`config.mk`:
```
export PLATFORM = sky130hd
export DESIGN_NAME = autoscan_seq
export DESIGN_NICKNAME = d
export VERILOG_FILES = /design/src/rtl/seq_pkg.sv /design/src/rtl/seq_regs.sv /design/src/rtl/seq_trig.sv /design/src/rtl/seq_chan_ctr.sv /design/src/rtl/autoscan_seq.sv
export SDC_FILE = /design/constraint.sdc
export NUM_CORES = 1
export LEC_CHECK = 0
export BUFFER_PORTS_ARGS = -buffer_cell sky130_fd_sc_hd__buf_2
export CELL_PAD_IN_SITES_DETAIL_PLACEMENT = 1
export CELL_PAD_IN_SITES_GLOBAL_PLACEMENT = 1
export CORE_MARGIN = 2
export CORE_UTILIZATION = 38
export CTS_CLUSTER_SIZE = 8
export DETAILED_ROUTE_END_ITERATION = 12
export PLACE_DENSITY = 0.77
export SLEW_MARGIN = 20
export SYNTH_ARGS = -nofsm -noshare
export SYNTH_HDL_FRONTEND = slang
export SYNTH_SLANG_ARGS = --single-unit
```
`constraint.sdc`:
```
create_clock -name clk -period 2.05 [get_ports clk]
set_clock_uncertainty 0.1 [all_clocks]
set_input_delay 0.615 -clock clk [delete_from_list [all_inputs] [get_ports clk]]
set_output_delay 0.615 -clock clk [all_outputs]
set_load 0.05 [all_outputs]
```
`src/rtl/seq_pkg.sv`:
```
package seq_pkg;

    localparam int CFG_W = 6;

    typedef enum logic [1:0] {
        A_CFG  = 2'd0,
        A_CHAN = 2'd1,
        A_GAIN = 2'd2,
        A_SOFT = 2'd3
    } reg_addr_e;

    // packed: last member is bit 0
    typedef struct packed {
        logic trig_evt;   // bit 5
        logic post_trig;  // bit 4
        logic pre_trig;   // bit 3
        logic ext_sel;    // bit 2
        logic pacer_sel;  // bit 1
        logic autoscan;   // bit 0
    } trig_cfg_t;

    typedef enum logic [1:0] {
        SRC_SOFT  = 2'd0,
        SRC_PACER = 2'd1,
        SRC_EXT   = 2'd2
    } src_e;

    // pacer outranks external; neither means software only
    function automatic src_e pick_src(trig_cfg_t c);
        if (c.pacer_sel)    return SRC_PACER;
        else if (c.ext_sel) return SRC_EXT;
        else                return SRC_SOFT;
    endfunction

endpackage

```
`src/rtl/seq_regs.sv`:
```
module seq_regs
    import seq_pkg::*;
#(
    parameter int CH_W   = 4,
    parameter int GAIN_W = 3
) (
    input  logic                clk,
    input  logic                rst,
    input  logic                wr_en,
    input  logic [1:0]          wr_addr,
    input  logic [CFG_W-1:0]    wr_data,
    output trig_cfg_t           cfg,
    output logic [CH_W-1:0]     chan_reg,
    output logic [GAIN_W-1:0]   gain_reg,
    output logic                soft_strobe,
    output logic                chan_wr
);

    reg_addr_e addr;
    assign addr = reg_addr_e'(wr_addr);

    assign soft_strobe = wr_en && (addr == A_SOFT);
    assign chan_wr     = wr_en && (addr == A_CHAN);

    always_ff @(posedge clk) begin
        if (rst) begin
            cfg      <= '0;
            chan_reg <= '0;
            gain_reg <= '0;
        end else if (wr_en) begin
            case (addr)
                A_CFG:   cfg      <= trig_cfg_t'(wr_data);
                A_CHAN:  chan_reg <= wr_data[CH_W-1:0];
                A_GAIN:  gain_reg <= wr_data[GAIN_W-1:0];
                default: ;
            endcase
        end
    end

endmodule

```
`src/rtl/seq_trig.sv`:
```
module seq_trig
    import seq_pkg::*;
#(
    parameter int SYNC_STAGES = 2
) (
    input  logic      clk,
    input  logic      rst,
    input  trig_cfg_t cfg,
    input  logic      soft_strobe,
    input  logic      pacer_tick,
    input  logic      ext_async,
    output logic      fire,
    output logic      ext_rise
);

    logic [SYNC_STAGES-1:0] sync_q;
    logic                   prev_q;

    generate
        for (genvar s = 0; s < SYNC_STAGES; s++) begin : g_sync
            if (s == 0) begin : g_first
                always_ff @(posedge clk) begin
                    if (rst) sync_q[0] <= 1'b0;
                    else     sync_q[0] <= ext_async;
                end
            end else begin : g_next
                always_ff @(posedge clk) begin
                    if (rst) sync_q[s] <= 1'b0;
                    else     sync_q[s] <= sync_q[s-1];
                end
            end
        end
    endgenerate

    always_ff @(posedge clk) begin
        if (rst) prev_q <= 1'b0;
        else     prev_q <= sync_q[SYNC_STAGES-1];
    end

    assign ext_rise = sync_q[SYNC_STAGES-1] && !prev_q;

    src_e src;
    assign src = pick_src(cfg);

    always_comb begin
        case (src)
            SRC_SOFT:  fire = soft_strobe;
            SRC_PACER: fire = pacer_tick;
            SRC_EXT:   fire = ext_rise;
            default:   fire = 1'b0;
        endcase
    end

endmodule

```
`src/rtl/seq_chan_ctr.sv`:
```
module seq_chan_ctr #(
    parameter int CH_W = 4
) (
    input  logic            clk,
    input  logic            rst,
    input  logic            clear,
    input  logic            step,
    input  logic [CH_W-1:0] limit,
    output logic [CH_W-1:0] cur
);

    always_ff @(posedge clk) begin
        if (rst || clear)  cur <= '0;
        else if (step)     cur <= (cur >= limit) ? '0 : cur + 1'b1;
    end

endmodule

```
`src/rtl/autoscan_seq.sv`:
```
module autoscan_seq
    import seq_pkg::*;
#(
    parameter int NUM_CH      = 16,
    parameter int GAIN_W      = 3,
    parameter int SYNC_STAGES = 2
) (
    input  logic                      clk,
    input  logic                      rst,
    input  logic                      wr_en,
    input  logic [1:0]                wr_addr,
    input  logic [CFG_W-1:0]          wr_data,
    input  logic                      pacer_tick,
    input  logic                      ext_trig,
    output logic                      conv_start,
    output logic [$clog2(NUM_CH)-1:0] conv_chan,
    output logic [GAIN_W-1:0]         conv_gain,
    output logic [CFG_W-1:0]          trig_cfg
);

    localparam int CH_W = $clog2(NUM_CH);

    trig_cfg_t       cfg;
    logic [CH_W-1:0] chan_reg;
    logic [CH_W-1:0] scan_cur;
    logic            soft_strobe;
    logic            chan_wr;
    logic            fire;
    logic            ext_rise;

    seq_regs #(.CH_W(CH_W), .GAIN_W(GAIN_W)) u_regs (
        .clk         (clk),
        .rst         (rst),
        .wr_en       (wr_en),
        .wr_addr     (wr_addr),
        .wr_data     (wr_data),
        .cfg         (cfg),
        .chan_reg    (chan_reg),
        .gain_reg    (conv_gain),
        .soft_strobe (soft_strobe),
        .chan_wr     (chan_wr)
    );

    seq_trig #(.SYNC_STAGES(SYNC_STAGES)) u_trig (
        .clk         (clk),
        .rst         (rst),
        .cfg         (cfg),
        .soft_strobe (soft_strobe),
        .pacer_tick  (pacer_tick),
        .ext_async   (ext_trig),
        .fire        (fire),
        .ext_rise    (ext_rise)
    );

    seq_chan_ctr #(.CH_W(CH_W)) u_ctr (
        .clk   (clk),
        .rst   (rst),
        .clear (chan_wr || !cfg.autoscan),
        .step  (fire && cfg.autoscan),
        .limit (chan_reg),
        .cur   (scan_cur)
    );

    always_ff @(posedge clk) begin
        if (rst) begin
            conv_start <= 1'b0;
            conv_chan  <= '0;
        end else begin
            conv_start <= fire;
            if (fire) conv_chan <= cfg.autoscan ? scan_cur : chan_reg;
        end
    end

    assign trig_cfg = CFG_W'(cfg);

endmodule

```
==> impl_metrics.toml <==
[sta]
tightest_slew_ps = 386.0
setup_viol = 0
timing.setup.tns_ps = 0
hold_slack_final_ps = 358.4
slew-limit-headroom_pct = 74.24
final.setup.worst_slack_ps = 310.8
hold_viol_final = 0
fmaxAchievable_ghz = 0.5750
grt_setup_unrepaired = "false"
timing.final.max_slew_violations = 0
final_period_minus_worst_setup_slack_ps = 1739
layout_worst_path_cycle_share_pct = 84.84

[placed_design]
detailed_place.area_um2 = 1292
dp_slack_ps = 126.9
gp_routability_congestion = 0.8548
number_of_buffers_inserted_by_port_buffering = 26
dp_hpwl_um = 1939

[die]
die-width_um = 57.92
placementRows = 19
ioPinCount = 27
chipHeight_um = 57.92
die_area_um2 = 3355
initial_utilization_pct = 40.06
core_area_um2 = 2758

[clocking]
buffer_depth_of_the_longest_clock_path = 2
clk_pin_slew_worst_paths_ps = 130
clk_latency_ps = 300
numCtsBuffers = 3
cts_tree = "done"
postCtsSetupRepairBufs = 0
ctsRootBufferMaster = "clkbuf_4"
clock_sinks = 25
htree_num_levels = 1
hold_buffers = 0

[synth]
synth_top_area_share_pct = 45.30
synth_nets = 134
async_flop_share_pct = 0
mapped_avg_cell_area_um2 = 9.524
synth.yosys.seq_area_share_pct = 45.30
ys_warn_count = 0
synth_top_cells_by_area = "dfxtp_1 45%, mux2i_1 15%, nor2_1 6.8%"
yosys_register_bits = 25
synth_edf_count = 0
synthesis.instances = 116
synth.cell_area_um2 = 1105
yosysTopAreaCell = "dfxtp_1"
most_common_flop_cell_mapped_by_yosys = "dfxtp_1"
synth_cell_types = 29

[finish]
area_growth_syn_to_layout_pct = 19.82
max_ffs_per_register = 6
drive_above_1_share_pct = 27.21
top_register = "u_regs.cfg"
finish.net_count = 166
final_design_area_no_fill_um2 = 1324
layout.core_utilization_pct = 48.00
n_antenna_cell = 0

[pwr]
leakage_power_nw = 0.6247
power.ir.vdd_worst_uv = 525.8
p_per_area_nw_per_um2 = 624.1

[outcome]
run_status = "completed"

[critical_path]
path_buf_inv = 1
endpoint_type_of_the_worst_setup_path = "flip-flop"
crit_path_max_fanout = 6
worstSetupPathType = "flip-flop to flip-flop"
startpoint_type = "flip-flop"
reg2reg_setup_slack_ps = 310
crit_arrival_ps = 1850
crit_slowest_cell = "dfxtp_1"
worst_path_dominant_cell_family = "compound AO/OA/AOI/OAI gates"
critPathRequiredTime_ps = 2160
critPathMaxStageDelay_ps = 450
cp_cell_sequence = "inv_1 -> ha_1 -> o21ai_1 -> a211oi_2 -> o21bai_1 -> a31o_2"

[run]
max-cap-violations = 0

[routing]
detailedRoute.firstPassIterationCount = 4
detail_route.wl_per_cell_um = 13.53
final_antenna_net_count = 0
drc = 0
routed_via_density = 5.185
vias = 923
drt_first_iter_violations = 14
routed_wl_um = 2408

[grt]
global_route.overflow_total = 0
grt_antenna_before_repair = 0
vias_in_the_first_global_route = 934
global_route.usage.total_pct = 15.95
grt_pass1_wl_um = 4195
grt_start_max_net_pins = 22

[hold_path]
hold_crit_path_type = "flip-flop to flip-flop"
metrics by stage:
step | cells | power [mW]
4_1_cts | 178 | 0.8404
6_report | 178 | 0.8262
5_1_grt | 178 | 0.8764
2_1_floorplan | 116 | 0.5874
3_3_place_gp | 174 | 0.6235
3_5_place_dp | 174 | 0.6275
what timing repair did:
action | in CTS | in global routing
endpoints found under the hold margin | 0 | 0
setup endpoints to repair | 0 | 3
gates resized for setup | 0 | 2
cells by family (layout without fill, tap and decap cells):
| kind of cell | count (synthesis) | after routing | synth area share (%) |
|---|---|---|---|
| buffers and inverters | 8 | 39 | 2.718 |
| muxes | 18 | 18 | 16.42 |
| adders and majority gates | 5 | 5 | 5.663 |
| DFF | 25 | 25 | 45.30 |
| AOI/OAI and AO/OA | 14 | 14 | 8.495 |
| and+or+nand+nor | 46 | 46 | 21.41 |
cells in the mapped netlist, types with 2 or more instances:
master / instances
nor2b_1: 3
nand2_1: 6
dfxtp_1: 25
ha_1: 5
nand4b_1: 2
mux2i_1: 17
nor3_1: 3
a21oi_1: 3
nand3b_1: 4
nor2_1: 20
clkbuf_1: 3
inv_1: 5
o21ai_0: 4
per-layer routing:
layer  global-route usage [%]  up-vias  part of all wire, %
met3                    2.009        2                  2.5
li1                         -      467                    -
met2                    28.25       13                   52
met1                    20.53      441                   45
met5                        0        -                    0
met4                    3.987        0                 0.42
final timing paths:
kind,endpoint,startpoint,depth (start not counted)
worst max-delay path,u_ctr.cur[2]$_SDFFE_PP0P_,u_ctr.cur[0]$_SDFFE_PP0P_,6
worst min register to register,u_trig.sync_q[1]$_SDFF_PP0_,u_trig.sync_q[0]$_SDFF_PP0_,1
worst max register to register,u_ctr.cur[2]$_SDFFE_PP0P_,u_ctr.cur[0]$_SDFFE_PP0P_,6
worst min-delay path,u_trig.sync_q[1]$_SDFF_PP0_,u_trig.sync_q[0]$_SDFF_PP0_,1
area by class of cell:
cell class | instances | area (µm²)
clock buffer | 4 | 26.28
fill | 335 | 1434
inverter | 5 | 18.77
multi-input combinational | 83 | 579.3
sequential | 25 | 500.5
tap | 31 | 38.79
timing repair buffer | 30 | 160.2
placed cells by master (no fill, tap or decap), types with 2 or more instances in the layout:
cell and n:
mux2i_1 17, o21ai_0 3, nor3_1 3, buf_4 4
nand4b_1 2, ha_1 5, buf_2 26, nor2b_1 3
dfxtp_1 25, nand3b_1 4, nor2_1 20, a21oi_1 3
nand2_1 6, inv_1 5, clkbuf_4 3
where the power goes:
group | switching (mW) | leakage [nW] | total, mW | internal [mW]
logic | 0.0707 | 0.407 | 0.112 | 0.0412
clock network | 0.134 | 0.0150 | 0.210 | 0.0757
registers | 0.00645 | 0.203 | 0.505 | 0.498
Power figures use the tool's default switching activity.
